**config.mk**
```make
export PLATFORM = sky130hd
export DESIGN_NAME = pushall_seq
export DESIGN_NICKNAME = d
export VERILOG_FILES = /design/src/rtl/pushall_pkg.sv /design/src/rtl/pushall_legality.sv /design/src/rtl/pushall_slot_mux.sv /design/src/rtl/pushall_seq.sv
export SDC_FILE = /design/constraint.sdc
export NUM_CORES = 1
export LEC_CHECK = 0
export BUFFER_PORTS_ARGS = -buffer_cell sky130_fd_sc_hd__buf_2
export CAP_MARGIN = 20
export CORE_MARGIN = 2
export CORE_UTILIZATION = 35
export DETAILED_ROUTE_END_ITERATION = 7
export PLACE_DENSITY_LB_ADDON = 0.3
export SLEW_MARGIN = 20
export SYNTH_ARGS = -nofsm -noshare
export SYNTH_HDL_FRONTEND = slang
export SYNTH_HIERARCHICAL = 1
export SYNTH_SLANG_ARGS = --single-unit
```
**constraint.sdc**
```tcl
create_clock -name clk -period 6.3 [get_ports clk]
set_input_delay 1.26 -clock clk [delete_from_list [all_inputs] [get_ports clk]]
set_output_delay 1.26 -clock clk [all_outputs]
set_load 0.05 [all_outputs]
```
**src/rtl/pushall_pkg.sv**
```systemverilog
package pushall_pkg;

    typedef enum logic [2:0] {
        MODE_REAL   = 3'd0,
        MODE_V86    = 3'd1,
        MODE_PROT   = 3'd2,
        MODE_COMPAT = 3'd3,
        MODE_LONG   = 3'd4
    } exec_mode_e;

    typedef enum logic [2:0] {
        FLT_NONE  = 3'd0,
        FLT_UD    = 3'd1,
        FLT_GP    = 3'd2,
        FLT_SS    = 3'd3,
        FLT_AC    = 3'd4,
        FLT_DF    = 3'd5,
        FLT_ABORT = 3'd6
    } fault_e;

    typedef enum logic [2:0] {
        ST_IDLE   = 3'd0,
        ST_CHECK  = 3'd1,
        ST_PUSH   = 3'd2,
        ST_REPORT = 3'd3,
        ST_DONE   = 3'd4,
        ST_HALT   = 3'd5
    } state_e;

endpackage

```
**src/rtl/pushall_legality.sv**
```systemverilog
module pushall_legality
    import pushall_pkg::*;
#(
    parameter int WORD_W   = 32,
    parameter int NUM_REGS = 8
) (
    input  logic [2:0]        mode,
    input  logic              wide,
    input  logic              lock,
    input  logic [1:0]        cpl,
    input  logic              ac_en,
    input  logic [WORD_W-1:0] limit,
    input  logic [WORD_W-1:0] sp,
    output fault_e            code
);
    logic [WORD_W-1:0] step;
    logic [WORD_W-1:0] span;
    logic [WORD_W-1:0] first_addr;
    logic [WORD_W-1:0] last_addr;
    logic              unaligned;
    logic              gp_sp;
    logic              df_sp;
    logic              segmented;
    logic              ss_hit;
    logic              ac_hit;

    always_comb begin
        step       = wide ? WORD_W'(4) : WORD_W'(2);
        span       = step * WORD_W'(NUM_REGS);
        first_addr = sp - step;
        last_addr  = sp - span;
        unaligned  = wide ? (sp[1:0] != 2'b00) : sp[0];
        gp_sp      = (sp == WORD_W'(7))  || (sp == WORD_W'(9)) ||
                     (sp == WORD_W'(11)) || (sp == WORD_W'(13)) ||
                     (sp == WORD_W'(15));
        df_sp      = (sp == WORD_W'(1)) || (sp == WORD_W'(3)) ||
                     (sp == WORD_W'(5));
        segmented  = (mode == MODE_PROT) || (mode == MODE_COMPAT);
        ss_hit     = (first_addr > limit) || (last_addr > limit);
        ac_hit     = unaligned && ac_en &&
                     ((segmented && cpl == 2'd3) || (mode == MODE_V86));
    end

    always_comb begin
        code = FLT_NONE;
        if (lock || mode == MODE_LONG) begin
            code = FLT_UD;
        end else if ((mode == MODE_REAL || mode == MODE_V86) && gp_sp) begin
            code = FLT_GP;
        end else if (mode == MODE_REAL && df_sp) begin
            code = FLT_DF;
        end else if (segmented && ss_hit) begin
            code = FLT_SS;
        end else if (ac_hit) begin
            code = FLT_AC;
        end
    end

endmodule

```
**src/rtl/pushall_slot_mux.sv**
```systemverilog
module pushall_slot_mux #(
    parameter int WORD_W   = 32,
    parameter int NUM_REGS = 8,
    parameter int SP_SLOT  = 4,
    parameter int IDX_W    = 3
) (
    input  logic [NUM_REGS*WORD_W-1:0] regs,
    input  logic [WORD_W-1:0]          snap_sp,
    input  logic [IDX_W-1:0]           sel,
    input  logic                       wide,
    output logic [WORD_W-1:0]          data
);
    localparam int HALF_W = WORD_W / 2;

    logic [WORD_W-1:0] slot [NUM_REGS];
    logic [WORD_W-1:0] picked;

    for (genvar g = 0; g < NUM_REGS; g++) begin : g_slot
        if (g == SP_SLOT) begin : g_snap
            assign slot[g] = snap_sp;
        end else begin : g_reg
            assign slot[g] = regs[g*WORD_W +: WORD_W];
        end
    end

    always_comb begin
        picked = slot[sel];
        data   = wide ? picked : {{(WORD_W-HALF_W){1'b0}}, picked[HALF_W-1:0]};
    end

endmodule

```
**src/rtl/pushall_seq.sv**
```systemverilog
module pushall_seq
    import pushall_pkg::*;
#(
    parameter int WORD_W   = 32,
    parameter int NUM_REGS = 8,
    parameter int SP_SLOT  = 4
) (
    input  logic                       clk,
    input  logic                       rst_n,
    input  logic                       start,
    input  logic                       op32,
    input  logic [2:0]                 exec_mode,
    input  logic                       lock_pfx,
    input  logic [1:0]                 cpl,
    input  logic                       align_chk_en,
    input  logic [WORD_W-1:0]          seg_limit,
    input  logic [NUM_REGS*WORD_W-1:0] gpr_in,
    output logic                       wr_valid,
    input  logic                       wr_ready,
    input  logic                       wr_abort,
    output logic [WORD_W-1:0]          wr_addr,
    output logic [WORD_W-1:0]          wr_data,
    output logic                       wr_wide,
    output logic                       busy,
    output logic                       done,
    output logic                       fault_valid,
    output logic [2:0]                 fault_code,
    output logic [WORD_W-1:0]          sp_out,
    output logic                       shutdown
);
    localparam int IDX_W = $clog2(NUM_REGS);
    localparam logic [IDX_W-1:0] LAST_IDX = IDX_W'(NUM_REGS - 1);

    state_e                     state_q, state_d;
    logic                       wide_q;
    logic [2:0]                 mode_q;
    logic                       lock_q;
    logic [1:0]                 cpl_q;
    logic                       ac_q;
    logic [WORD_W-1:0]          limit_q;
    logic [NUM_REGS*WORD_W-1:0] gpr_q;
    logic [WORD_W-1:0]          work_sp_q;
    logic [IDX_W-1:0]           idx_q;
    fault_e                     code_q;

    fault_e                     chk_code;
    logic [WORD_W-1:0]          snap_sp;
    logic [WORD_W-1:0]          step;
    logic [WORD_W-1:0]          mux_data;
    logic                       accept;

    assign snap_sp = gpr_q[SP_SLOT*WORD_W +: WORD_W];
    assign step    = wide_q ? WORD_W'(4) : WORD_W'(2);
    assign accept  = (state_q == ST_PUSH) && wr_ready && !wr_abort;

    pushall_legality #(
        .WORD_W   (WORD_W),
        .NUM_REGS (NUM_REGS)
    ) u_legality (
        .mode  (mode_q),
        .wide  (wide_q),
        .lock  (lock_q),
        .cpl   (cpl_q),
        .ac_en (ac_q),
        .limit (limit_q),
        .sp    (snap_sp),
        .code  (chk_code)
    );

    pushall_slot_mux #(
        .WORD_W   (WORD_W),
        .NUM_REGS (NUM_REGS),
        .SP_SLOT  (SP_SLOT),
        .IDX_W    (IDX_W)
    ) u_slot_mux (
        .regs    (gpr_q),
        .snap_sp (snap_sp),
        .sel     (idx_q),
        .wide    (wide_q),
        .data    (mux_data)
    );

    // Next-state logic
    always_comb begin
        state_d = state_q;
        unique case (state_q)
            ST_IDLE:   if (start) state_d = ST_CHECK;
            ST_CHECK:  state_d = (chk_code == FLT_NONE) ? ST_PUSH : ST_REPORT;
            ST_PUSH: begin
                if (wr_abort) begin
                    state_d = ST_REPORT;
                end else if (wr_ready && idx_q == LAST_IDX) begin
                    state_d = ST_DONE;
                end
            end
            ST_REPORT: state_d = (code_q == FLT_DF) ? ST_HALT : ST_IDLE;
            ST_DONE:   state_d = ST_IDLE;
            ST_HALT:   state_d = ST_HALT;
            default:   state_d = ST_IDLE;
        endcase
    end

    // State and datapath registers
    always_ff @(posedge clk) begin
        if (!rst_n) begin
            state_q   <= ST_IDLE;
            wide_q    <= 1'b0;
            mode_q    <= 3'd0;
            lock_q    <= 1'b0;
            cpl_q     <= 2'd0;
            ac_q      <= 1'b0;
            limit_q   <= '0;
            gpr_q     <= '0;
            work_sp_q <= '0;
            idx_q     <= '0;
            code_q    <= FLT_NONE;
        end else begin
            state_q <= state_d;
            unique case (state_q)
                ST_IDLE: begin
                    if (start) begin
                        wide_q    <= op32;
                        mode_q    <= exec_mode;
                        lock_q    <= lock_pfx;
                        cpl_q     <= cpl;
                        ac_q      <= align_chk_en;
                        limit_q   <= seg_limit;
                        gpr_q     <= gpr_in;
                        work_sp_q <= gpr_in[SP_SLOT*WORD_W +: WORD_W];
                        idx_q     <= '0;
                        code_q    <= FLT_NONE;
                    end
                end
                ST_CHECK: code_q <= chk_code;
                ST_PUSH: begin
                    if (wr_abort) begin
                        code_q <= FLT_ABORT;
                    end else if (wr_ready) begin
                        work_sp_q <= work_sp_q - step;
                        idx_q     <= idx_q + 1'b1;
                    end
                end
                ST_REPORT, ST_DONE, ST_HALT: ;
                default: ;
            endcase
        end
    end

    // Outputs
    always_comb begin
        wr_valid    = 1'b0;
        done        = 1'b0;
        fault_valid = 1'b0;
        shutdown    = 1'b0;
        busy        = 1'b1;
        fault_code  = FLT_NONE;
        sp_out      = snap_sp;
        unique case (state_q)
            ST_IDLE:   busy = 1'b0;
            ST_CHECK:  ;
            ST_PUSH:   wr_valid = 1'b1;
            ST_REPORT: begin
                fault_valid = 1'b1;
                fault_code  = code_q;
            end
            ST_DONE: begin
                done   = 1'b1;
                sp_out = work_sp_q;
            end
            ST_HALT: begin
                busy       = 1'b0;
                shutdown   = 1'b1;
                fault_code = code_q;
            end
            default: busy = 1'b0;
        endcase
        wr_addr = work_sp_q - step;
        wr_data = mux_data;
        wr_wide = wide_q;
    end

    // Assertions
    a_r11_hold_stable: assert property (@(posedge clk) disable iff (!rst_n)
        (wr_valid && !wr_ready && !wr_abort) |=>
        (wr_valid && $stable(wr_addr) && $stable(wr_data)));

    a_r4_addr_steps_down: assert property (@(posedge clk) disable iff (!rst_n)
        (accept && idx_q != LAST_IDX) |=>
        (wr_valid && wr_addr == $past(wr_addr) - (wr_wide ? WORD_W'(4) : WORD_W'(2))));

    a_r4_done_after_last: assert property (@(posedge clk) disable iff (!rst_n)
        (accept && idx_q == LAST_IDX) |=> (done && !wr_valid));

    a_r6_long_no_write: assert property (@(posedge clk) disable iff (!rst_n)
        (state_q == ST_CHECK && mode_q == MODE_LONG) |=>
        (fault_valid && fault_code == FLT_UD && !wr_valid));

    a_r5_lock_ud: assert property (@(posedge clk) disable iff (!rst_n)
        (state_q == ST_CHECK && lock_q) |=> (fault_valid && fault_code == FLT_UD));

    a_r8_halt_sticky: assert property (@(posedge clk) disable iff (!rst_n)
        shutdown |=> (shutdown && !wr_valid));

    a_r11_exclusive: assert property (@(posedge clk) disable iff (!rst_n)
        $onehot0({wr_valid, done, fault_valid, shutdown}));

    a_r12_abort_reports: assert property (@(posedge clk) disable iff (!rst_n)
        (wr_valid && wr_abort) |=> (fault_valid && fault_code == FLT_ABORT));

endmodule

```
==> results of run 1 <==
[worst max-delay path by stage]
stage | slack [ns] | from | cells after the start | end
after floorplan | 1.21 | wr_wide | 19 | state_q[0]
after global placement | 1.16 | gpr_q[133] | 17 | state_q[0]
after detailed placement | 0.93 | gpr_q[134] | 14 | code_q[2]
after CTS | 0.89 | gpr_q[134] | 14 | code_q[2]
after global routing | 0.58 | gpr_q[134] | 14 | code_q[2]
final | 0.82 | gpr_q[134] | 14 | code_q[2]
[per-layer routing]
layer	track usage	vias to the layer above	routed length, um
li1	-	8410	-
met1	0.3240	8453	29650
met2	0.4017	642	32180
met3	0.04384	149	4623
met4	0.1346	4	3701
met5	0	-	28
[kinds of logic after synthesis]
kind of cell	Yosys count
buffers and inverters	237
and+or+nand+nor	917
AOI/OAI and AO/OA	495
adders and majority gates	74
xor gates and xnor gates	83
DFF	337
muxes	133
[sequential cells by signal (all words and copies together), names as in the netlist]
register,flops
limit_q,32
ac_q,1
state_q,3
lock_q,1
code_q,3
wr_wide,1
idx_q,3
work_sp_q,32
mode_q,3
cpl_q,2
gpr_q,256
[cells in the final DEF, fill, tap and decap left out, types with 8 or more instances in the layout]
cell | netlist | layout
a21o_1 | 14 | 14
a21oi_1 | 356 | 356
a221oi_1 | 18 | 18
a22oi_1 | 9 | 9
buf_2 | 14 | 405
buf_4 | 8 | 16
clkbuf_16 | 0 | 40
clkbuf_8 | 0 | 8
dfxtp_1 | 337 | 334
diode_2 | 0 | 12
ha_1 | 71 | 71
inv_1 | 69 | 69
mux2_2 | 64 | 64
mux2i_1 | 21 | 21
mux4_1 | 22 | 22
mux4_2 | 26 | 26
nand2_1 | 669 | 668
nand2b_1 | 8 | 8
nand3_1 | 20 | 20
nand4_1 | 19 | 19
nor2_1 | 74 | 74
nor2b_1 | 10 | 10
nor3_1 | 36 | 36
nor4_1 | 16 | 16
o211ai_1 | 11 | 11
o21ai_0 | 44 | 44
o22ai_1 | 8 | 8
or3_1 | 11 | 11
xnor2_1 | 40 | 40
xor2_1 | 43 | 43
[worst max-delay path, cell delays in order, from the launching register on]
cell and delay [ns]:
dfxtp_1 0.45, or4_1 0.64, nor3_1 0.42, nand3_1 0.46, nor3_1 0.73, nand2_1 0.14, xnor2_1 0.18, ha_1 0.32
nand4_1 0.17, nor4_1 0.54, a31oi_1 0.17, a311o_1 0.38, nor2b_1 0.16, a2111oi_0 0.47, nor3_1 0.10
[area by class of cell]
cell class	count	share of cell area
Clock buffer	54	0.05152
Antenna cell	12	0.001365
Timing Repair Buffer	424	0.1003
Inverter	71	0.01245
Sequential cell	337	0.3071
Tap cell	680	0.03867
Clock inverter	19	0.01240
Multi-Input combinational cell	1702	0.4761
[report_power, final]
part / internal, mW / switching [mW] / total, mW
Clock: 1.45 / 1.03 / 2.48
Combinational: 0.971 / 1.99 / 2.96
Sequential: 2.38 / 0.247 / 2.62
[synth_stat cells (4+ instances only)]
master | number | area share
o21a_1 | 5 | 0.0021
and2_1 | 7 | 0.0024
a21oi_1 | 356 | 0.098
xor2_1 | 43 | 0.021
o211ai_1 | 11 | 0.0045
clkbuf_1 | 131 | 0.027
a31oi_1 | 5 | 0.0017
nor2b_1 | 10 | 0.0034
nor4_2 | 4 | 0.0027
a22oi_1 | 9 | 0.0037
or4_1 | 5 | 0.0021
xnor2_1 | 40 | 0.019
dfxtp_1 | 337 | 0.37
buf_1 | 5 | 0.0010
nand2_1 | 669 | 0.14
or4_4 | 4 | 0.0025
mux4_1 | 22 | 0.032
nand4_1 | 19 | 0.0065
buf_2 | 14 | 0.0038
or3_1 | 11 | 0.0038
nor2_1 | 74 | 0.015
o21ai_0 | 44 | 0.012
buf_6 | 6 | 0.0037
a221oi_1 | 18 | 0.0087
nand3_1 | 20 | 0.0055
nand2b_1 | 8 | 0.0027
inv_1 | 69 | 0.014
buf_4 | 8 | 0.0033
a21o_1 | 14 | 0.0058
or2_2 | 5 | 0.0017
mux2_2 | 64 | 0.040
nor3_1 | 36 | 0.0099
mux2i_1 | 21 | 0.012
mux4_2 | 26 | 0.032
o22ai_1 | 8 | 0.0027
nor4_1 | 16 | 0.0055
ha_1 | 71 | 0.049
==> metrics.csv, run 1 <==
metric;value;unit
status;completed;
routability congestion estimate;0.9413;
R2R Setup Slk;0.82;ns
initial antenna violation count;19;
P&R area growth vs syn;20.83;%
WHS Endpoint;gpr_q[42];
via count;17660;
clock latency on the worst-skew pair;0.59;ns
reg2reg path depth;14;
critical path endpoint category;register;
Mean Syn Cell Area;8.001;um2
Root Buffer;clkbuf_16;
Max-cap violations;0;
type of the worst setup path;reg2reg;
# rows;83;
endpoints failing hold;0;
Min Clock Period, post-route;5.478;ns
Clock Path Buffers;3;
max-slew violation count;0;
RSZ-0062 raised after global routing;false;
overall power;8.069;mW
worst setup margin;0.8220;ns
Post-Synth XOR/XNOR Area;0.03992;
CTS resizes;0;
unique cell type count in the Yosys netlist;78;
pin count of the biggest net entering global routing;177;
number of fill cells in the layout;5243;
Worst Hold Depth;2;
Non-Filler Instances;3299;
Placed Cells;3214;
CTS Buf Count;40;
register area share after synthesis;0.3705;
first-pass GRT wire length;102.9;mm
Final nets;2951;
fin util;0.4280;
post-synth design cell area;18210;um2
area taken by multi-input logic gates;10480;um2
DRC errors left;0;
hold_sp;gpr_q[42];
Core Area;51410;um2
CTS H-Tree Depth;2;
Max VDD drop;0.2347;mV
post-route setup TNS;0;ns
Wirelength per Cell;21.27;um
Num Clock Sinks;337;
Slew HR;0.2565;
r2r endpoint;code_q[2];
final instance area;22000;um2
CTS tree;built;
Final ANT Viol Nets;0;
arrival time worst endpoint;5.89;ns
HP Class;reg2reg;
DRT Wirelength;70.18;mm
proportion of layout cells with a drive suffix above 1;0.2363;
Placed Area;20570;um2
mux contribution to synthesized area;0.1150;
R2R Path Start;gpr_q[134];
Post-Synthesis Cells;2276;
Post-Synth Simple-Gate Area;0.2164;
Synth Area in Adders;0.05208;
Hold Slack;0.4502;ns
vias per std cell;5.353;
Synth Warn #;6;
number of synthesized flops with an enable pin;0;
syn_nets;2651;
die width;232.1;um
skew final;0.01893;ns
pwr/cell area;366.8;nW/um2
#FFs+latches synth;337;
largest family of logic cells by synthesized area;simple AND/OR/NAND/NOR gates;
Critical Path RT;6.71;ns
chip height;232.1;um
Setup Fix Bufs, Post-CTS;0;
P_leak;9.176;nW
FF/Latch Area;6758;um2
num ports;406;
worst slack, placed;0.9345;ns
Startpoint Class;register;
GRT overflow;0;
Async SR Flop Fraction;0;
Slew @ Worst Pin;1.111;ns
global-route usage over all layers;0.2517;
DIE AREA;53870;um2
Initial DRC Count;1334;
clk slew on worst S/H paths;0.06;ns
final period utilization;0.8695;
DP Wirelength;52.53;mm
post-synthesis compound-gate area fraction;0.1511;
Initial Util;0.3542;
I/O Buffers;405;
Setup violations, final;0;
cts hold-fix bufs;0;
CP max FO;12;
vias in the first global route;16850;
DR pass1 iterations;6;
Fmax achieved;0.1825;GHz
predominant post-synthesis flop cell;dfxtp_1;
Note: power is estimated with default switching activity, not from simulation.
==> run 2: changes to the inputs <==
ABC_AREA = 1   (was unset)
==> run 2 against run 1 <==
  * Cell area increased by 4.3%
  * Clock skew shrank 0.0093 ns
  * Fmax up 15%
  * First-iteration DRC count is 14% higher
  * Sequential share of layout area decreased by 1.3 points
  * Clock power up 2%
  * Non-clock buffer count shrank 6
  * Synthesized area is 5.9% higher
  * Critical path type is now reg2out
  * Sequential power increased by 29%
  * Highest routed layer unchanged
==> metrics.csv, run 2 <==
metric;value;unit
predominant post-synthesis flop cell;dfxtp_1;
Async SR Flop Fraction;0;
most flop-heavy register;gpr_q;
worst slack, placed;2.081;ns
#FFs+latches synth;337;
area leader, netlist;dfxtp_1;
most common cell after layout, fill and taps aside;nor2_1;
worst setup margin;1.551;ns
CTS tree;built;
Synth Warn #;6;
commonest cells after routing, fill and taps aside;822 x nor2_1, 500 x nand2_1, 413 x o21ai_0, 404 x buf_2, 334 x dfxtp_1;
pin count of the biggest net entering global routing;265;
DIE AREA;57000;um2
# rows;86;
largest family of logic cells by synthesized area;simple AND/OR/NAND/NOR gates;
crit path buf inv count;3;
Post-Synth XOR/XNOR Area;0.03088;
Root Buffer;clkbuf_16;
Wirelength per Cell;17.72;um
post-synth design cell area;19290;um2
Final ANT Viol Nets;0;
Max VDD drop;0.5319;mV
P_leak;11.17;nW
Cell Chain, Critical Path;inv_4 -> buf_4 -> o21ai_0 -> nand2_1 -> nand2_1 -> nand2_1 -> buf_2;
critical path endpoint category;primary output;
routability congestion estimate;0.9537;
Post-Synthesis Cells;3038;
Min Clock Period, post-route;4.749;ns
HP Class;reg2reg;
status;completed;
die width;238.7;um
chip height;238.7;um
post-route setup TNS;0;ns
CTS H-Tree Depth;2;
endpoints failing hold;0;
Regs by FF count;gpr_q: 256 flops, limit_q: 32 flops, work_sp_q: 32 flops;
Synth top cells by count;823 x nor2_1, 500 x nand2_1, 413 x o21ai_0, 337 x dfxtp_1, 286 x inv_1;
slowest stage delay, CP;0.80;ns
CTS Buf Count;40;
vias in the first global route;18790;
Critical Path RT;5.04;ns
final period utilization;0.7539;
Core Area;54770;um2
Largest register FFs;256;
syn_nets;3413;
cts hold-fix bufs;0;
Clock Path Buffers;3;
Startpoint Class;register;
max-slew violation count;0;
slowest cell on the critical path;buf_4;
CTS resizes;0;
DRC errors left;0;
number of synthesized flops with an enable pin;0;
share of the synthesized area in the top cell type;0.3498;
Slew HR;0.03531;
Final nets;3701;
Num Clock Sinks;337;
global-route usage over all layers;0.2444;
unique cell type count in the Yosys netlist;44;
Setup Fix Bufs, Post-CTS;0;
DR pass1 iterations;5;
DRT Wirelength;72.05;mm
Top cell by count, worst path;nand2_1;
clk slew on worst S/H paths;0.06;ns
Slew @ Worst Pin;1.447;ns
type of the worst setup path;reg2out;
Synth Area in Adders;0.04918;
post-synthesis compound-gate area fraction;0.1545;
RSZ-0062 raised after global routing;false;
GRT overflow;0;
pwr/cell area;531.2;nW/um2
P&R area growth vs syn;19.00;%
Fmax achieved;0.2106;GHz
DP Wirelength;51.24;mm
mux contribution to synthesized area;0.0005190;
initial antenna violation count;10;
Initial DRC Count;1524;
register area share after synthesis;0.3498;
Max-cap violations;0;
proportion of layout cells with a drive suffix above 1;0.1612;
Initial Util;0.3521;
arrival time worst endpoint;3.49;ns
I/O Buffers;405;
clock latency on the worst-skew pair;0.58;ns
vias per std cell;4.930;
Setup violations, final;0;
Mean Syn Cell Area;6.348;um2
first-pass GRT wire length;108.2;mm
via count;20050;
num ports;406;
skew final;0.009657;ns
Post-Synth Simple-Gate Area;0.3119;
CP top delay family;buffers and inverters;
CP max FO;85;
cell with the most instances after synthesis;nor2_1;
ranking of synthesized cells by area;dfxtp_1 35%, nor2_1 16%, o21ai_0 11%;
run 2: changes by cell type in the layout (fill, tap and decap cells not counted), moves of 27 or more:
| cell | delta |
|---|---|
| nor2_1 | +748 |
| o21ai_0 | +369 |
| a21oi_1 | -224 |
| inv_1 | +217 |
| nand2_1 | -168 |
| nand3_1 | +92 |
| mux2_2 | -64 |
| o21ai_1 | +27 |
run 2: per-layer routing:
| metal | wire length [um] | vias to the layer above | global-route usage | share of wire |
|---|---|---|---|---|
| met5 | 55 | - | 0 | 0.00076 |
| met4 | 2689 | 8 | 0.09867 | 0.037 |
| met3 | 4642 | 148 | 0.04815 | 0.064 |
| met2 | 32310 | 626 | 0.3854 | 0.45 |
| met1 | 32360 | 9120 | 0.3269 | 0.45 |
| li1 | - | 10150 | - | - |
run 2: logic make-up (layout without fill, tap and decap cells):
group / after synthesis / in the layout
buf+inv: 473 / 792
compound gates: 584 / 584
simple gates: 1501 / 1501
flops: 337 / 337
mux: 1 / 1
fa+ha+maj: 74 / 74
other cells: 0 / 6
xor+xnor: 68 / 68
run 2: worst register-to-register path: stages (launching register included):
cell and delay, ns:
dfxtp_1 0.42, inv_1 0.09, ha_1 0.21, fa_1 0.41, nand2_1 0.15, inv_1 0.05
nand2_1 0.15, nor2_4 0.07, nand2_1 0.14, nor3_2 0.07, xor2_1 0.14, ha_1 0.31
nand2_1 0.07, nor2_1 0.13, nand2_1 0.10, nor4_1 0.30, nand4_1 0.14, nand2_1 0.09
nand2_1 0.08, nand2_1 0.22, nand3_1 0.17, o31ai_1 0.29, nand3_1 0.11, o21bai_1 0.13
nor2_1 0.05
run 2: stage by stage:
step                  util  cells  total power, mW  hold WS (ns)  instance area [um2]
floorplan                -   3038            7.950        0.4409                19290
global placement    0.3926   3988            9.647        0.4568                21500
CTS                 0.4187   4061            12.23        0.4770                22930
global route        0.4190   4066            13.12        0.5111                22950
finish              0.4190   4067            12.19        0.4773                22950
detailed placement  0.3926   3988            9.649        0.4625                21500
run 2: layout make-up:
type                       instances  area [um2]
fill                            5949       31820
multi-input combinational       2228       10560
sequential                       337        6753
timing repair buffer             418        2171
inverter                         301        1142
clock buffer                      52        1137
tap                              704       880.8
clock inverter                    21       294.0
antenna                            6       15.01
run 2: path summary, 6_finish.rpt:
kind / startpoint / to / slack [ns] / depth (start not counted)
min reg2reg: code_q[0] / code_q[0] / 0.48 / 2
max reg2reg: gpr_q[129] / state_q[0] / 2.09 / 24
min: code_q[0] / code_q[0] / 0.48 / 2
max: idx_q[0] / wr_data[0] / 1.55 / 7
run 2: report_power, final:
part           switching [mW]  internal, mW  leakage [nW]
Sequential              0.602          2.79          2.79
Clock                    1.01          1.53         0.711
Combinational            4.51          1.76          7.66
Total                    6.12          6.07          11.2
